===== src/rtl/atm_tx_pkg.sv =====
package atm_tx_pkg;

  localparam int CELL_LEN = 53;
  localparam int HDR_LEN  = 5;
  localparam int IDX_W    = $clog2(CELL_LEN);
  localparam int FILT_W   = 28;
  localparam logic [7:0] HEC_COSET = 8'h55;
  localparam logic [7:0] HEC_POLY  = 8'h07;
  localparam logic [7:0] IDLE_FILL = 8'h6A;
  localparam logic [31:0] IDLE_HDR = 32'h0000_0001;

  typedef enum logic [2:0] {
    ST_PICK, ST_HDR, ST_JUDGE, ST_USR, ST_DRAIN, ST_INS, ST_IDLE
  } txState_e;

  typedef struct packed {
    logic             hdrCapture;
    logic             emitHdr;
    logic             emitUsrPay;
    logic             emitIns;
    logic             emitIdle;
    logic             copyOn;
    logic             cellStart;
    logic             incHecErr;
    logic             incDrop;
    logic [IDX_W-1:0] octIdx;
  } strobe_t;

  function automatic logic [7:0] hecCalc(input logic [31:0] hdr);
    logic [7:0] crc;
    logic       fb;
    crc = '0;
    for (int i = 31; i >= 0; i--) begin
      fb  = crc[7] ^ hdr[i];
      crc = {crc[6:0], 1'b0};
      if (fb) crc = crc ^ HEC_POLY;
    end
    return crc ^ HEC_COSET;
  endfunction

endpackage


===== src/rtl/atm_tx_satcnt.sv =====
module atm_tx_satcnt #(
  parameter int CNT_W = 8
) (
  input  logic             clk,
  input  logic             rstN,
  input  logic             inc,
  output logic [CNT_W-1:0] count
);
  localparam logic [CNT_W-1:0] CNT_MAX = {CNT_W{1'b1}};

  always_ff @(posedge clk or negedge rstN) begin
    if (!rstN) count <= '0;
    else if (inc && count != CNT_MAX) count <= count + 1'b1;
  end
endmodule


===== src/rtl/atm_tx_ctrl.sv =====
module atm_tx_ctrl
  import atm_tx_pkg::*;
(
  input  logic    clk,
  input  logic    rstN,
  input  logic    usrCellAvail,
  input  logic    insCellAvail,
  input  logic    hecCheckEn,
  input  logic    hecDropEn,
  input  logic    filterEn,
  input  logic    filterCopy,
  input  logic    hecBad,
  input  logic    filterHit,
  output logic    usrRd,
  output logic    insRd,
  output strobe_t strb
);
  localparam logic [IDX_W-1:0] LAST_IDX = IDX_W'(CELL_LEN - 1);
  localparam logic [IDX_W-1:0] HDR_LAST = IDX_W'(HDR_LEN - 1);
  localparam logic [IDX_W-1:0] PAY_IDX  = IDX_W'(HDR_LEN);

  txState_e         state, stateNext;
  logic [IDX_W-1:0] idx, idxNext;
  logic             copyReg, copyNext;
  logic             dropCell, copyCell;
  txState_e         pickNext;

  // decision on the staged header
  assign dropCell = (hecCheckEn & hecDropEn & hecBad) |
                    (filterEn & ~filterCopy & filterHit);
  assign copyCell = filterEn & filterCopy & filterHit & ~dropCell;

  // fixed preference, evaluated only at a boundary
  always_comb begin
    if (usrCellAvail)      pickNext = ST_HDR;
    else if (insCellAvail) pickNext = ST_INS;
    else                   pickNext = ST_IDLE;
  end

  always_comb begin
    stateNext = state;
    idxNext   = idx;
    copyNext  = copyReg;
    case (state)
      ST_PICK: begin
        stateNext = pickNext;
        idxNext   = '0;
      end
      ST_HDR: begin
        if (idx == HDR_LAST) begin
          stateNext = ST_JUDGE;
          idxNext   = '0;
        end else begin
          idxNext = idx + 1'b1;
        end
      end
      ST_JUDGE: begin
        copyNext  = copyCell;
        stateNext = dropCell ? ST_DRAIN : ST_USR;
        idxNext   = dropCell ? PAY_IDX : '0;
      end
      ST_USR, ST_DRAIN, ST_INS, ST_IDLE: begin
        if (idx == LAST_IDX) begin
          stateNext = pickNext;
          idxNext   = '0;
        end else begin
          idxNext = idx + 1'b1;
        end
      end
      default: begin
        stateNext = ST_PICK;
        idxNext   = '0;
      end
    endcase
  end

  always_ff @(posedge clk or negedge rstN) begin
    if (!rstN) begin
      state   <= ST_PICK;
      idx     <= '0;
      copyReg <= 1'b0;
    end else begin
      state   <= stateNext;
      idx     <= idxNext;
      copyReg <= copyNext;
    end
  end

  always_comb begin
    strb            = '0;
    strb.octIdx     = idx;
    strb.hdrCapture = (state == ST_HDR);
    strb.emitHdr    = (state == ST_USR) && (idx < PAY_IDX);
    strb.emitUsrPay = (state == ST_USR) && (idx >= PAY_IDX);
    strb.emitIns    = (state == ST_INS);
    strb.emitIdle   = (state == ST_IDLE);
    strb.copyOn     = copyReg && (state == ST_USR);
    strb.cellStart  = (state == ST_USR || state == ST_INS || state == ST_IDLE) &&
                      (idx == '0);
    strb.incHecErr  = (state == ST_JUDGE) && hecCheckEn && hecBad;
    strb.incDrop    = (state == ST_JUDGE) && dropCell;
  end

  assign usrRd = (state == ST_HDR) || (state == ST_DRAIN) ||
                 ((state == ST_USR) && (idx >= PAY_IDX));
  assign insRd = (state == ST_INS);

endmodule


===== src/rtl/atm_tx_datapath.sv =====
module atm_tx_datapath
  import atm_tx_pkg::*;
#(
  parameter int CNT_W = 8
) (
  input  logic              clk,
  input  logic              rstN,
  input  strobe_t           strb,
  input  logic [7:0]        usrData,
  input  logic [7:0]        insData,
  input  logic              hecInsertEn,
  input  logic [FILT_W-1:0] filterValue,
  input  logic [FILT_W-1:0] filterMask,
  input  logic              routeSel,
  output logic              hecBad,
  output logic              filterHit,
  output logic [7:0]        pathAData,
  output logic              pathAValid,
  output logic              pathASoc,
  output logic [7:0]        pathBData,
  output logic              pathBValid,
  output logic              pathBSoc,
  output logic [7:0]        extData,
  output logic              extValid,
  output logic              extSoc,
  output logic [CNT_W-1:0]  hecErrCount,
  output logic [CNT_W-1:0]  dropCount
);
  localparam logic [7:0] IDLE_HEC = hecCalc(IDLE_HDR);

  logic [7:0]  hdrOct [HDR_LEN];
  logic [31:0] hdrWord;
  logic [7:0]  hecCalcd;
  logic [7:0]  curOct;
  logic        curValid;
  logic        routeReg, routeCur;
  logic        copyNow;

  // header staging, one register per octet
  for (genvar g = 0; g < HDR_LEN; g++) begin : gHdr
    always_ff @(posedge clk or negedge rstN) begin
      if (!rstN) hdrOct[g] <= '0;
      else if (strb.hdrCapture && strb.octIdx == IDX_W'(g)) hdrOct[g] <= usrData;
    end
  end

  assign hdrWord   = {hdrOct[0], hdrOct[1], hdrOct[2], hdrOct[3]};
  assign hecCalcd  = hecCalc(hdrWord);
  assign hecBad    = (hecCalcd != hdrOct[4]);
  assign filterHit = (((hdrWord[31:4] ^ filterValue) & filterMask) == '0);

  // octet source mux
  always_comb begin
    curOct = '0;
    if (strb.emitHdr) begin
      case (strb.octIdx)
        IDX_W'(0): curOct = hdrOct[0];
        IDX_W'(1): curOct = hdrOct[1];
        IDX_W'(2): curOct = hdrOct[2];
        IDX_W'(3): curOct = hdrOct[3];
        IDX_W'(4): curOct = hecInsertEn ? hecCalcd : hdrOct[4];
        default:   curOct = '0;
      endcase
    end else if (strb.emitUsrPay) begin
      curOct = usrData;
    end else if (strb.emitIns) begin
      curOct = insData;
    end else if (strb.emitIdle) begin
      if (strb.octIdx < IDX_W'(3))       curOct = 8'h00;
      else if (strb.octIdx == IDX_W'(3)) curOct = IDLE_HDR[7:0];
      else if (strb.octIdx == IDX_W'(4)) curOct = IDLE_HEC;
      else                               curOct = IDLE_FILL;
    end
  end

  assign curValid = strb.emitHdr | strb.emitUsrPay | strb.emitIns | strb.emitIdle;
  assign routeCur = strb.cellStart ? routeSel : routeReg;
  assign copyNow  = strb.copyOn & (strb.emitHdr | strb.emitUsrPay);

  always_ff @(posedge clk or negedge rstN) begin
    if (!rstN) begin
      routeReg   <= 1'b0;
      pathAData  <= '0;
      pathAValid <= 1'b0;
      pathASoc   <= 1'b0;
      pathBData  <= '0;
      pathBValid <= 1'b0;
      pathBSoc   <= 1'b0;
      extData    <= '0;
      extValid   <= 1'b0;
      extSoc     <= 1'b0;
    end else begin
      if (strb.cellStart) routeReg <= routeSel;
      pathAValid <= curValid & ~routeCur;
      pathASoc   <= strb.cellStart & ~routeCur;
      pathAData  <= (curValid & ~routeCur) ? curOct : '0;
      pathBValid <= curValid & routeCur;
      pathBSoc   <= strb.cellStart & routeCur;
      pathBData  <= (curValid & routeCur) ? curOct : '0;
      extValid   <= copyNow;
      extSoc     <= copyNow & strb.cellStart;
      extData    <= copyNow ? curOct : '0;
    end
  end

  atm_tx_satcnt #(.CNT_W(CNT_W)) uHecErrCnt (
    .clk(clk), .rstN(rstN), .inc(strb.incHecErr), .count(hecErrCount)
  );

  atm_tx_satcnt #(.CNT_W(CNT_W)) uDropCnt (
    .clk(clk), .rstN(rstN), .inc(strb.incDrop), .count(dropCount)
  );

endmodule


===== src/rtl/atm_tx_proc.sv =====
module atm_tx_proc
  import atm_tx_pkg::*;
#(
  parameter int CNT_W = 8
) (
  input  logic              clk,
  input  logic              rstN,
  input  logic              usrCellAvail,
  input  logic [7:0]        usrData,
  output logic              usrRd,
  input  logic              insCellAvail,
  input  logic [7:0]        insData,
  output logic              insRd,
  input  logic              hecCheckEn,
  input  logic              hecDropEn,
  input  logic              hecInsertEn,
  input  logic              filterEn,
  input  logic              filterCopy,
  input  logic [FILT_W-1:0] filterValue,
  input  logic [FILT_W-1:0] filterMask,
  input  logic              routeSel,
  output logic [7:0]        pathAData,
  output logic              pathAValid,
  output logic              pathASoc,
  output logic [7:0]        pathBData,
  output logic              pathBValid,
  output logic              pathBSoc,
  output logic [7:0]        extData,
  output logic              extValid,
  output logic              extSoc,
  output logic [CNT_W-1:0]  hecErrCount,
  output logic [CNT_W-1:0]  dropCount
);
  strobe_t strb;
  logic    hecBad;
  logic    filterHit;

  atm_tx_ctrl uCtrl (
    .clk(clk), .rstN(rstN),
    .usrCellAvail(usrCellAvail), .insCellAvail(insCellAvail),
    .hecCheckEn(hecCheckEn), .hecDropEn(hecDropEn),
    .filterEn(filterEn), .filterCopy(filterCopy),
    .hecBad(hecBad), .filterHit(filterHit),
    .usrRd(usrRd), .insRd(insRd), .strb(strb)
  );

  atm_tx_datapath #(.CNT_W(CNT_W)) uDp (
    .clk(clk), .rstN(rstN), .strb(strb),
    .usrData(usrData), .insData(insData),
    .hecInsertEn(hecInsertEn),
    .filterValue(filterValue), .filterMask(filterMask),
    .routeSel(routeSel),
    .hecBad(hecBad), .filterHit(filterHit),
    .pathAData(pathAData), .pathAValid(pathAValid), .pathASoc(pathASoc),
    .pathBData(pathBData), .pathBValid(pathBValid), .pathBSoc(pathBSoc),
    .extData(extData), .extValid(extValid), .extSoc(extSoc),
    .hecErrCount(hecErrCount), .dropCount(dropCount)
  );

endmodule


===== config.mk =====
export PLATFORM = sky130hd
export DESIGN_NAME = atm_tx_proc
export DESIGN_NICKNAME = d
export VERILOG_FILES = /design/src/rtl/atm_tx_pkg.sv /design/src/rtl/atm_tx_satcnt.sv /design/src/rtl/atm_tx_ctrl.sv /design/src/rtl/atm_tx_datapath.sv /design/src/rtl/atm_tx_proc.sv
export SDC_FILE = /design/constraint.sdc
export NUM_CORES = 1
export LEC_CHECK = 0
export ABC_AREA = 1
export BUFFER_PORTS_ARGS = -buffer_cell sky130_fd_sc_hd__buf_2
export CORE_MARGIN = 2
export CORE_UTILIZATION = 25
export DETAILED_ROUTE_END_ITERATION = 16
export PLACE_DENSITY = 0.4
export SYNTH_ARGS = -nofsm -noshare
export SYNTH_HDL_FRONTEND = slang
export SYNTH_SLANG_ARGS = --single-unit

===== constraint.sdc =====
create_clock -name clk -period 7.4 [get_ports clk]
set_clock_uncertainty 0.2 [all_clocks]
set_input_delay 1.11 -clock clk [delete_from_list [all_inputs] [get_ports clk]]
set_output_delay 1.11 -clock clk [all_outputs]
set_load 0.01 [all_outputs]

---- Word-level counts from Yosys, hierarchy flattened ----
Index checks and enable logic that the tools add are counted.
word-level totals
  bits in registers ....................... 97
  input port bits ......................... 82
  output and inout port bits .............. 48
  logic and storage cells ................. 205
operators by class
  $add $sub $neg .......................... 3
  magnitude comparators ................... 3
  eq/ne operators ......................... 16
  multiplexer cells ....................... 55
  bitwise gates (word level) .............. 85
  reductions and logical operators ........ 23
operator list
  operator             count
  $mux 3               37
  $not 3->3            31
  $mux 8               10
  $pmux 8 s5           1
  $and 28x28->28       1
  $logic_not 28->1     1
  $xor 28x28->28       1
  $xor 1x1->1          26
  $mux 6               3
  $pmux 6 s3           1
  $add 8x1->8 const B  2
  $ne 8x8->1 const B   2
  $logic_and 1x1->1    14
  $and 1x1->1          13
  $eq 6x2->1 const B   2
  $pmux 3 s4           1
  $eq 3x3->1 const B   3
  $ne 8x8->1           1
  $add 6x1->6 const B  1
  $eq 3x2->1 const B   2
  $eq 6x1->1 const B   1
  $eq 6x3->1 const B   1
  $eq 6x6->1 const B   1
  $ge 6x3->1 const B   1
  other kinds (16)     28

---- Depth between registers and ports, before layout ----
Gate-level depths: netlist of run 1.
  depth in word-level cells ............... 69
  depth in mapped cells ................... 34
  depth with buffers taken out ............ 33

---- Hierarchy ----
A second synthesis of run 1 with hierarchy kept.
unflattened totals
  cell total of the unflattened synthesis .. 996
  area total of the unflattened synthesis .. 6,715.2 um2
modules (own cells, without submodules)
  module           times used  cells an instance  area each (um2)  sequential area each (um2)
  atm_tx_datapath  1           761                4,996.0          1,776.7
  atm_tx_satcnt    2           63                 483.0            200.2
  atm_tx_ctrl      1           109                753.2            250.2

---- Worst setup path after synthesis of run 1 ----
No wires, ideal clock.
  path kind ............................... register -> register
  start ................................... register uDp.hdrOct[38] in the netlist's numbering
  end ..................................... register uCtrl.state[2]
  data arrival time ....................... 2.668 ns
  slack ................................... 4.415 ns
  stages on the path, launching flop included .. 32
  period minus slack after synthesis ...... 2.985 ns
  path through ............................ dfrtp_1 -> buf_4 -> inv_2 -> nand2_1 -> nand2_1 -> nand2_1 -> inv_1 -> nor2_2 -> nand2_1 -> nand3_1 -> nand2_2 -> nand2_1 -> nand3_1 -> nand2_2 -> nand2_2 -> nand2_2 -> nand2_1 -> nand3_2 -> nand2_2 -> inv_2 -> nand2_1 -> nand2_1 -> nand2_1 -> nand2_1 -> nor2_2 -> nand2_4 -> nand2_4 -> nand2_4 -> nand2_2 -> nand2_1 -> nand2_1 -> nand2_1
between the ends
  word-level cells in the longest chain between the ends .. 30
  elaborated cells between the ends (all ways) .. 83
  classes of those cells .................. eq/ne (1); mux (29); bitwise (52); reduce/logical (1)
RTL lines
  item                               line                   source
  from (decl)                        atm_tx_datapath.sv:31  logic [7:0] hdrOct [HDR_LEN];
  from (signal, indexed assignment)  atm_tx_datapath.sv:43  else if (strb.hdrCapture && strb.octIdx == IDX_W'(g)) hdrOct[g] <= usrData;
  $xor 1x1->1                        atm_tx_pkg.sv:34       fb = crc[7] ^ hdr[i];
  $mux 3                             atm_tx_pkg.sv:36       if (fb) crc = crc ^ HEC_POLY;
  $not 3->3 (no source line)         --
  $mux 3                             atm_tx_pkg.sv:36
  $not 3->3 (no source line)         --
  $mux 3                             atm_tx_pkg.sv:36
  $xor 1x1->1                        atm_tx_pkg.sv:34
  $mux 3                             atm_tx_pkg.sv:36
  (+14 left out)                     --
  $not 3->3 (no source line)         --
  $mux 3                             atm_tx_pkg.sv:36
  $not 4->4 (no source line)         --
  $ne 8x8->1                         atm_tx_datapath.sv:49  assign hecBad = (hecCalcd != hdrOct[4]);
  $and 1x1->1                        atm_tx_ctrl.sv:29      assign dropCell = (hecCheckEn & hecDropEn & hecBad) |
  $or 1x1->1 *                       atm_tx_ctrl.sv:29
  $mux 3 *                           atm_tx_ctrl.sv:59      stateNext = dropCell ? ST_DRAIN : ST_USR;
  $pmux 3 s4 *                       atm_tx_ctrl.sv:44      case (state)
  to (signal assigned)               atm_tx_ctrl.sv:83      state <= stateNext;
  to (decl)                          atm_tx_ctrl.sv:22      txState_e state, stateNext;
Every way passes the cells marked *; elsewhere a longest branch is shown, timed or not.
A chain may end at the register's enable or synchronous reset.

---- Worst setup path in the final report of run 1 ----
  start ................................... register uCtrl.idx[0]
  end ..................................... output port usrRd
between the ends
  word-level cells in the longest chain between the ends .. 3
RTL lines
  item                    line                source
  from (decl)             atm_tx_ctrl.sv:23   logic [IDX_W-1:0] idx, idxNext;
  from (signal assigned)  atm_tx_ctrl.sv:84   idx <= idxNext;
  $ge 6x3->1              atm_tx_ctrl.sv:105  ((state == ST_USR) && (idx >= PAY_IDX));
  $logic_and 1x1->1       atm_tx_ctrl.sv:105
  $logic_or 1x1->1        atm_tx_ctrl.sv:104  assign usrRd = (state == ST_HDR) || (state == ST_DRAIN) ||
  to (decl)               atm_tx_proc.sv:10   output logic usrRd,
No other way between the ends.

==> results of run 1 <==
[cells by family after synthesis]
family | Yosys count | share of synthesized area [%]
flip-flops | 97 | 37.71
multiplexers | 1 | 0.1555
adder cells (fa/ha/maj) | 6 | 1.166
buffers and inverters | 121 | 7.230
AO/OA/AOI/OAI | 106 | 9.174
AND/OR/NAND/NOR | 592 | 41.22
XOR/XNOR | 22 | 3.343
[metrics by stage]
stage	setup WS, ns	std cells	util, %	hold WS, ns	area [um^2]
global route	3.379	1411	30.75	0.3160	7765
floorplan	4.415	945	-	0.2530	6437
CTS	3.786	1411	30.75	0.2978	7765
detailed placement	3.634	1395	29.56	0.2813	7466
global placement	3.641	1395	29.56	0.2768	7466
finish	3.822	1411	30.75	0.2927	7765
[final cells by class]
type,instances,share of cell area (%)
inverter,110,5.317
timing repair buffer,131,8.540
multi-input combinational,727,45.71
clock inverter,6,0.7734
tap,330,5.317
clock buffer,10,3.078
sequential,97,31.26
[layer usage]
metal / vias up / GRT usage [%] / wire length (um)
li1: 3319 / - / -
met4: 0 / 3.557 / 239
met2: 87 / 28.19 / 10780
met1: 2899 / 23.63 / 10740
met3: 13 / 2.336 / 590
met5: - / 0 / 0
[worst max-delay path, cell delays in order, from the launching register on]
cell     delay [ns]
dfrtp_1        0.43
inv_1          0.10
ha_1           0.17
inv_1          0.06
nor3_1         0.24
nor2_1         0.13
o21ai_1        0.49
nand3_1        0.12
buf_2          0.19
[synthesized netlist by cell type, types with 4 or more instances]
cell type    n  area (um^2)
inv_2       10        37.54
nand2_1    323         1212
o211ai_1     4        30.03
dfrtp_1     97         2427
xor2_1       7        61.31
or2_2       27        168.9
nor2_1      58        217.7
a21oi_1     19        95.09
clkbuf_1     8        30.03
a22oi_1      6        45.04
o22ai_1      6        37.54
inv_1      100        375.4
nand3_1    111        555.5
nand3b_1     5        37.54
nand3_2      5        50.05
ha_1         6        75.07
nand4_1     20        125.1
o21ai_0     62        310.3
nor3_1       8        40.04
xnor2_1     12        105.1
nand2_2     25        156.4
[path summary, 6_finish.rpt]
check	from	endpoint	slack, ns	depth (start not counted)
setup / recovery	uCtrl.idx[0]	usrRd	3.82	8
hold reg to reg	uDp.uHecErrCnt.count[6]	uDp.uHecErrCnt.count[6]	0.29	1
min in group asynchronous	rstN	uDp.extValid	0.51	1
max in group asynchronous	rstN	uDp.hdrOct[35]	5.28	2
setup reg to reg	uDp.hdrOct[36]	uDp.uDropCnt.count[2]	3.82	29
hold / removal	uDp.uHecErrCnt.count[6]	uDp.uHecErrCnt.count[6]	0.29	1
[sequential cells by signal, summed over array words and instances, names as in the netlist]
signal	count
uDp.extSoc	1
uCtrl.copyReg	1
uCtrl.idx	6
uDp.hdrOct	40
uDp.pathASoc	1
uDp.extData	8
uDp.pathBValid	1
uDp.pathAData	8
uDp.extValid	1
uDp.pathBData	8
uDp.pathAValid	1
uCtrl.state	3
uDp.uHecErrCnt.count	8
uDp.uDropCnt.count	8
uDp.routeReg	1
uDp.pathBSoc	1
==> reports/qor.csv, run 1 <==
metric;value;unit
CTS Buf Count;9;
synth warn;0;
first-pass GRT wire length;34.49;mm
Area Growth Syn to Fin;20.62;%
pin count of the biggest net entering global routing;63;
clock latency on the worst-skew pair;0.36;ns
CP Class;register to output pin;
Placer Congestion;0.8602;
Residual DRC;0;
Critical Path End Type;output pin;
Routed WL per cell;15.84;um
Ant. Diodes;0;
GR Util All Layers;16.99;%
cell area after synthesis;6437;um^2
final hold vios;0;
TritonCTS clock tree;done;
CTS Root Cell;clkbuf_16;
Worst Setup Start Kind;register;
minimum clock period after layout;3.578;ns
Hold Crit Class;register to register;
TNS Setup;0;ns
Core ar.;25250;um^2
initial cell density of the core;25.49;%
PostCTS Resize Cnt;0;
Synth Net Count;1033;
number of synthesized flops with an enable pin;0;
remaining antenna violation count;0;
WP data arrival;2.27;ns
unrepaired setup endpoints after global routing;no;
Slew Limit Fails;0;
antenna violations before repair;0;
final wirelength;22.35;mm
Core Rows;58;
commonest non-fill, non-tap cell in the layout;nand2_1;
detailed-route vias per instance;4.478;
Die W;164.5;um
Top FF cell, synth;dfrtp_1;
DR iter-0 viols;359;
die height;164.5;um
Max Cap Violations;0;
Sink Count;97;
Hold-fix buffers, CTS;0;
Slew @ Worst Pin;0.9944;ns
crit-path max FO;9;
library cells used by synthesis;37;
final period utilization;48.34;%
CTS max path bufs;2;
Seq/Total Area, Yosys;37.71;%
Yosys reg bits;97;
share of cells above drive strength 1;20.81;%
Post-synth ARST share;100.0;%
Gate Count Post-Synth;945;
FMAX;279.5;MHz
Synth Area per Inst;6.812;um^2
total global routing overflow;0;
register area;2427;um^2
postcts setup bufs;0;
detailed placement HPWL;18.02;mm
status;completed;
Vias;6318;
num ports;130;
fillers;2828;
clock-pin slew on the worst setup and hold paths;0.08;ns
multi-input logic area;3550;um^2
final setup fails;0;
Layout Nets;1164;
die footprint;27050;um^2
H-tree Lvls;3;
commonest cells after routing, fill and taps aside;nand2_1, buf_2, nand3_1;
Slew headroom;33.19;%
CP Data Required Time;6.09;ns
drt pass-1 iters;5;
vias in the first global route;6057;
Buffers on Ports;129;
Power of run 1 is not shown: default switching activity piles up to over one toggle a cycle in this logic, so the estimate is an artifact.
==> run 2, diff against run 1 <==
ABC_AREA = 0   (was 1)
clock period = 3.37 ns   (was 7.4 ns; I/O delays follow)
==> run 2 against run 1 <==
The flow now finishes with violations (negative setup slack). Worst hold slack got worse by 0.16 ns. Critical path depth grew 2. Sequential share of layout area is 1.6 points lower. Synthesized area down 6.4%. Count of clock-buffer cells in the layout shrank 1. First-iteration DRC count fell by 42%. Register-to-register slack worse by 3.9 ns. Sequential cell count unchanged. Final area rose by 5.8%. Setup slack worse by 3.9 ns. Non-clock buffer count is 80 higher. Core utilization grew 4.1 points.
==> reports/qor.csv, run 2 <==
metric;value;unit;change
register area;2435;um^2;was 2427 um^2
share of cells above drive strength 1;44.09;%;was 20.81%
TritonCTS clock tree;done;;unchanged
Core Rows;56;;was 58
WP data arrival;3.52;ns;was 2.27 ns
fillers;2441;;was 2828
Synth Net Count;634;;was 1033
initial cell density of the core;25.59;%;was 25.49%
Core ar.;23540;um^2;was 25250 um^2
Layout Cells excl Fill;1072;;was 1411
die height;159.2;um;was 164.5 um
Ant. Diodes;0;;unchanged
Synth area leader;dfrtp_1;;unchanged
final hold vios;0;;unchanged
final setup fails;11;;was 0
number of synthesized flops with an enable pin;0;;unchanged
crit path cell chain;buf_6, xnor2_2, xnor3_2, xnor2_4, xnor3_2, xnor2_2, mux2i_2, nand4b_4, o2111a_2, mux2_4;;was inv_1, ha_1, inv_1, nor3_1, nor2_1, o21ai_1, nand3_1, buf_2
Layout Nets;836;;was 1164
synth warn;0;;unchanged
final wirelength;19.48;mm;was 22.35 mm
GR Util All Layers;15.79;%;was 16.99%
Slew headroom;57.60;%;was 33.19%
CP Data Required Time;3.41;ns;was 6.09 ns
Critical Path End Type;register;;was output pin
die footprint;25360;um^2;was 27050 um^2
Die W;159.2;um;was 164.5 um
Worst Slack Setup Final;-0.1046;ns;was 3.822 ns
drt pass-1 iters;4;;was 5
first-pass GRT wire length;30.65;mm;was 34.49 mm
FMAX;287.8;MHz;
Gate Count Post-Synth;546;;was 945
Area Growth Syn to Fin;36.34;%;was 20.62%
worst hold slack;0.1347;ns;was 0.2927 ns
Top FF cell, synth;dfrtp_1;;unchanged
antenna violations before repair;0;;unchanged
Seq/Total Area, Yosys;40.29;%;was 37.71%
CTS Root Cell;clkbuf_16;;unchanged
Critical-path top delay cell;xnor3_2;;was o21ai_1
Synth area leaders;dfrtp_1, mux2_2, xnor2_1;;was dfrtp_1, nand2_1, nand3_1
Residual DRC;0;;unchanged
Biggest register;uDp.hdrOct;;unchanged
total global routing overflow;0;;unchanged
clock-pin slew on the worst setup and hold paths;0.08;ns;about the same
crit-path max cell delay;0.49;ns;about the same
library cells used by synthesis;57;;was 37
Post-synth ARST share;100.0;%;unchanged
num ports;130;;unchanged
max reg flops;40;;unchanged
remaining antenna violation count;0;;unchanged
most common cell in the netlist;dfrtp_1;;was nand2_1
unrepaired setup endpoints after global routing;yes;;was no
pin count of the biggest net entering global routing;57;;was 63
Placer Congestion;0.8255;;was 0.8602
detailed placement HPWL;15.38;mm;was 18.02 mm
Slew Limit Fails;0;;unchanged
crit-path max FO;8;;was 9
H-tree Lvls;3;;unchanged
cell area after synthesis;6025;um^2;was 6437 um^2
pre-CTS WS;-0.2330;ns;was 3.634 ns
post-layout util;34.89;%;was 30.75%
multi-input logic area;3759;um^2;was 3550 um^2
Yosys reg bits;97;;unchanged
Synth Area per Inst;11.03;um^2;was 6.812 um^2
Yosys top cell area share;40.29;%;was 37.71%
Sink Count;97;;unchanged
minimum clock period after layout;3.475;ns;
Routed WL per cell;18.17;um;was 15.84 um
Vias;4857;;was 6318
vias in the first global route;5279;;was 6057
CTS Buf Count;9;;unchanged
CTS max path bufs;2;;unchanged
Commonest cells post-synth;dfrtp_1, xnor2_1, xor2_1;;was nand2_1, nand3_1, inv_1
Buffers on Ports;129;;unchanged
Worst Setup Start Kind;register;;unchanged
DR iter-0 viols;209;;was 359
detailed-route vias per instance;4.531;;was 4.478
final period utilization;103.1;%;
Max Cap Violations;0;;unchanged
commonest cells after routing, fill and taps aside;buf_2, dfrtp_1, buf_4;;was nand2_1, buf_2, nand3_1
CP Class;register to register;;was register to output pin
failing checks;negative setup slack;;
status;complete, but fails checks;;was completed
Hold Crit Class;input pin to register;;was register to register
placed cell count;1052;;was 1395
commonest non-fill, non-tap cell in the layout;buf_2;;was nand2_1
Slew @ Worst Pin;0.6325;ns;was 0.9944 ns
clock latency on the worst-skew pair;0.36;ns;about the same
==> run 2: cell count changes in the layout (fill, tap and decap cells not counted), moves of 21 or more <==
cell,before,now
o21ai_0,62,9
nand3_1,111,9
a22oi_1,6,33
inv_1,100,12
buf_4,3,78
or2_2,27,2
nand2_1,323,32
xor2_1,7,51
xnor2_1,12,39
and2_1,0,21
nor2_1,58,29
mux2_2,0,45
nand2_2,25,0
==> run 2: area by class of cell <==
| type | count | area share [%] |
|---|---|---|
| Inverter | 12 | 0.5484 |
| Multi-Input combinational cell | 417 | 45.76 |
| Timing Repair Buffer | 211 | 15.70 |
| Clock buffer | 9 | 2.742 |
| Sequential cell | 97 | 29.64 |
| Clock inverter | 7 | 0.7464 |
| Tap cell | 319 | 4.859 |
==> run 2: what timing repair did <==
item	4_1_cts	5_1_grt
setup buffers	2	1
hold endpoints to repair	41	0
resized for setup	19	26
hold buffers	1	0
pin swaps	17	10
setup endpoints to repair	22	28
==> run 2: worst paths after layout <==
| check | from | to | slack [ns] | cells after the start |
|---|---|---|---|---|
| hold / removal | routeSel | uDp.pathASoc | 0.13 | 2 |
| max in group asynchronous | rstN | uDp.pathBData[2] | 1.75 | 3 |
| hold reg to reg | uDp.uHecErrCnt.count[6] | uDp.uHecErrCnt.count[6] | 0.29 | 1 |
| setup / recovery | uDp.hdrOct[39] | uDp.uHecErrCnt.count[1] | -0.10 | 10 |
| min in group asynchronous | rstN | uDp.hdrOct[18] | 0.51 | 2 |
| setup reg to reg | uDp.hdrOct[39] | uDp.uHecErrCnt.count[1] | -0.10 | 10 |
==> run 2: logic make-up after synthesis <==
family / after synthesis / synth area share (%)
buf+inv: 32 / 2.430
simple gates: 135 / 11.26
flops: 97 / 40.29
xor+xnor: 132 / 24.36
compound gates: 93 / 10.90
fa+ha+maj: 6 / 1.246
mux: 51 / 9.512
==> run 2: layer usage <==
layer | up-vias | routed length (um) | GRT usage [%]
met5 | - | 0 | 0
met3 | 27 | 925 | 2.970
met4 | 0 | 614 | 6.983
met1 | 2389 | 8312 | 19.68
met2 | 118 | 9630 | 26.66
li1 | 2323 | - | -
==> run 2: critical path, delay by kind of cell, from the launching register on <==
family	cells	cell delay, ns
AOI/OAI and AO/OA	1	0.37
xor gates and xnor gates	5	1.43
buffers and inverters	1	0.13
DFF	1	0.40
muxes	2	0.61
and+or+nand+nor	1	0.20
==> run 2: metrics by stage <==
step,instance area (um^2),setup TNS (ns)
global route,8214,-2.757
floorplan,6153,0
CTS,8077,-0.3628
finish,8214,-0.3756
global placement,7685,-1.651
detailed placement,7685,-2.388
Power of run 2 is left out for the same reason.
==> run 3, diff against run 2 <==
clock period = 4.4 ns   (was 3.37 ns; I/O delays follow)
==> run 3 against run 2 <==
The flow now finishes without violations. Cell count shrank 7.5%. Critical path type unchanged. Global-route usage decreased by 0.86 points. Wire length fell by 5.9%. Non-clock buffer count is 80 lower.
==> reports/qor.csv, run 3 (same netlist as run 2, synthesis figures left out) <==
metric;value;unit;change
die height;159.2;um;unchanged
clock latency on the worst-skew pair;0.36;ns;about the same
Core Rows;56;;unchanged
DR iter-0 viols;323;;was 209
design area;7272;um^2;was 8214 um^2
final setup fails;0;;was 11
final period utilization;91.43;%;was 103.1%
share of cells above drive strength 1;30.76;%;was 44.09%
post-placement cell area;6985;um^2;was 7685 um^2
WP data arrival;4.07;ns;was 3.52 ns
Hold-fix buffers, CTS;0;;was 1
TritonCTS clock tree;done;;unchanged
final hold vios;0;;unchanged
Core ar.;23540;um^2;unchanged
Die W;159.2;um;unchanged
commonest non-fill, non-tap cell in the layout;buf_2;;unchanged
detailed placement HPWL;14.32;mm;was 15.38 mm
Area Growth Syn to Fin;20.71;%;was 36.34%
placed cell count;976;;was 1052
reg-to-reg endpoint;uDp.uHecErrCnt.count[1];;unchanged
remaining antenna violation count;0;;unchanged
vias in the first global route;4949;;was 5279
H-tree Lvls;3;;unchanged
Critical Path End Type;register;;unchanged
Layout Nets;756;;was 836
Hold Crit Class;input pin to async pin;;was input pin to register
reg-to-reg setup timing slack;0.38;ns;was -0.10 ns
r2r startpoint;uDp.hdrOct[35];;was uDp.hdrOct[39]
drt pass-1 iters;4;;unchanged
Placer Congestion;0.8407;;was 0.8255
Ant. Diodes;0;;unchanged
Worst Setup Start Kind;register;;unchanged
CTS Root Cell;clkbuf_16;;unchanged
postcts setup bufs;0;;was 2
Sink Count;97;;unchanged
minimum clock period after layout;4.023;ns;was 3.475 ns
pin count of the biggest net entering global routing;75;;was 57
unrepaired setup endpoints after global routing;no;;was yes
CP Class;register to register;;unchanged
final wirelength;18.33;mm;was 19.48 mm
commonest cells after routing, fill and taps aside;buf_2, dfrtp_1, xnor2_1;;was buf_2, dfrtp_1, buf_4
Layout Cells excl Fill;992;;was 1072
Max Cap Violations;0;;unchanged
max reg flops;40;;unchanged
Slew @ Worst Pin;1.301;ns;was 0.6325 ns
num ports;130;;unchanged
Slew headroom;12.11;%;was 57.60%
Vias;4610;;was 4857
die footprint;25360;um^2;unchanged
total global routing overflow;0;;unchanged
FMAX;248.6;MHz;was 287.8 MHz
Buffers on Ports;129;;unchanged
Residual DRC;0;;unchanged
detailed-route vias per instance;4.647;;was 4.531
CTS Buf Count;9;;unchanged
Slew Limit Fails;0;;unchanged
cells on worst reg2reg path;9;;was 10
CTS max path bufs;2;;unchanged
first-pass GRT wire length;29.17;mm;was 30.65 mm
CP Data Required Time;4.45;ns;was 3.41 ns
antenna violations before repair;0;;unchanged
crit-path max FO;8;;unchanged
post-layout util;30.89;%;was 34.89%
GR Util All Layers;14.92;%;was 15.79%
Biggest register;uDp.hdrOct;;unchanged
Routed WL per cell;18.48;um;was 18.17 um
TNS Setup;0;ns;was -0.3756 ns
PostCTS Resize Cnt;0;;was 19
status;completed;;was complete, but fails checks
initial cell density of the core;25.59;%;unchanged
clock-pin slew on the worst setup and hold paths;0.08;ns;about the same
run 3: changes by cell type in the layout (fill, tap and decap cells not counted), moves of 6 or more:
cell / before / now
xnor2_2: 15 / 3
buf_4: 78 / 3
xnor3_1: 7 / 13
dfrtp_2: 6 / 0
dfrtp_1: 91 / 97
xnor3_2: 9 / 3
xnor2_1: 39 / 55
run 3: critical path: stages, from the launching register on:
cell,delay [ns]
dfrtp_1,0.58
xnor3_2,0.45
xor2_1,0.26
xor3_2,0.52
xnor3_2,0.41
xnor2_1,0.24
mux2i_1,0.24
nand4b_2,0.24
o2111a_1,0.43
mux2_4,0.33
run 3: worst max path at each step:
| stage | from | to | slack, ns | depth (start not counted) |
|---|---|---|---|---|
| finish | uDp.hdrOct[35] | uDp.uHecErrCnt.count[1] | 0.38 | 9 |
| global route | uDp.hdrOct[35] | uDp.uDropCnt.count[1] | 0.14 | 10 |
| floorplan | uDp.hdrOct[35] | uDp.uHecErrCnt.count[1] | 0.79 | 11 |
| detailed placement | uDp.hdrOct[35] | uDp.uDropCnt.count[1] | 0.41 | 10 |
| global placement | uDp.hdrOct[35] | uDp.uHecErrCnt.count[1] | 0.50 | 9 |
| CTS | uDp.hdrOct[35] | uDp.uDropCnt.count[1] | 0.39 | 10 |
run 3: through the flow:
stage | hold WS, ns | setup WS, ns
floorplan | 0.1644 | 0.7897
finish | 0.2339 | 0.3773
CTS | 0.2558 | 0.3885
detailed placement | 0.2934 | 0.4097
global placement | 0.2845 | 0.4952
global route | 0.2601 | 0.1447
run 3: metal layers:
| layer | GRT usage [%] | up-vias | part of all wire [%] |
|---|---|---|---|
| met2 | 26.25 | 100 | 51 |
| met4 | 5.455 | 0 | 2.0 |
| met1 | 18.66 | 2330 | 43 |
| met3 | 2.032 | 19 | 3.4 |
| met5 | 0 | - | 0 |
| li1 | - | 2161 | - |
run 3: final cells by class:
class	count	area, um^2
Clock inverter	7	61.31
Fill cell	2490	16270
Multi-Input combinational cell	417	3451
Sequential cell	97	2427
Clock buffer	9	225.2
Tap cell	319	399.1
Inverter	12	45.04
Timing Repair Buffer	131	663.1
Power of run 3 is left out for the same reason.
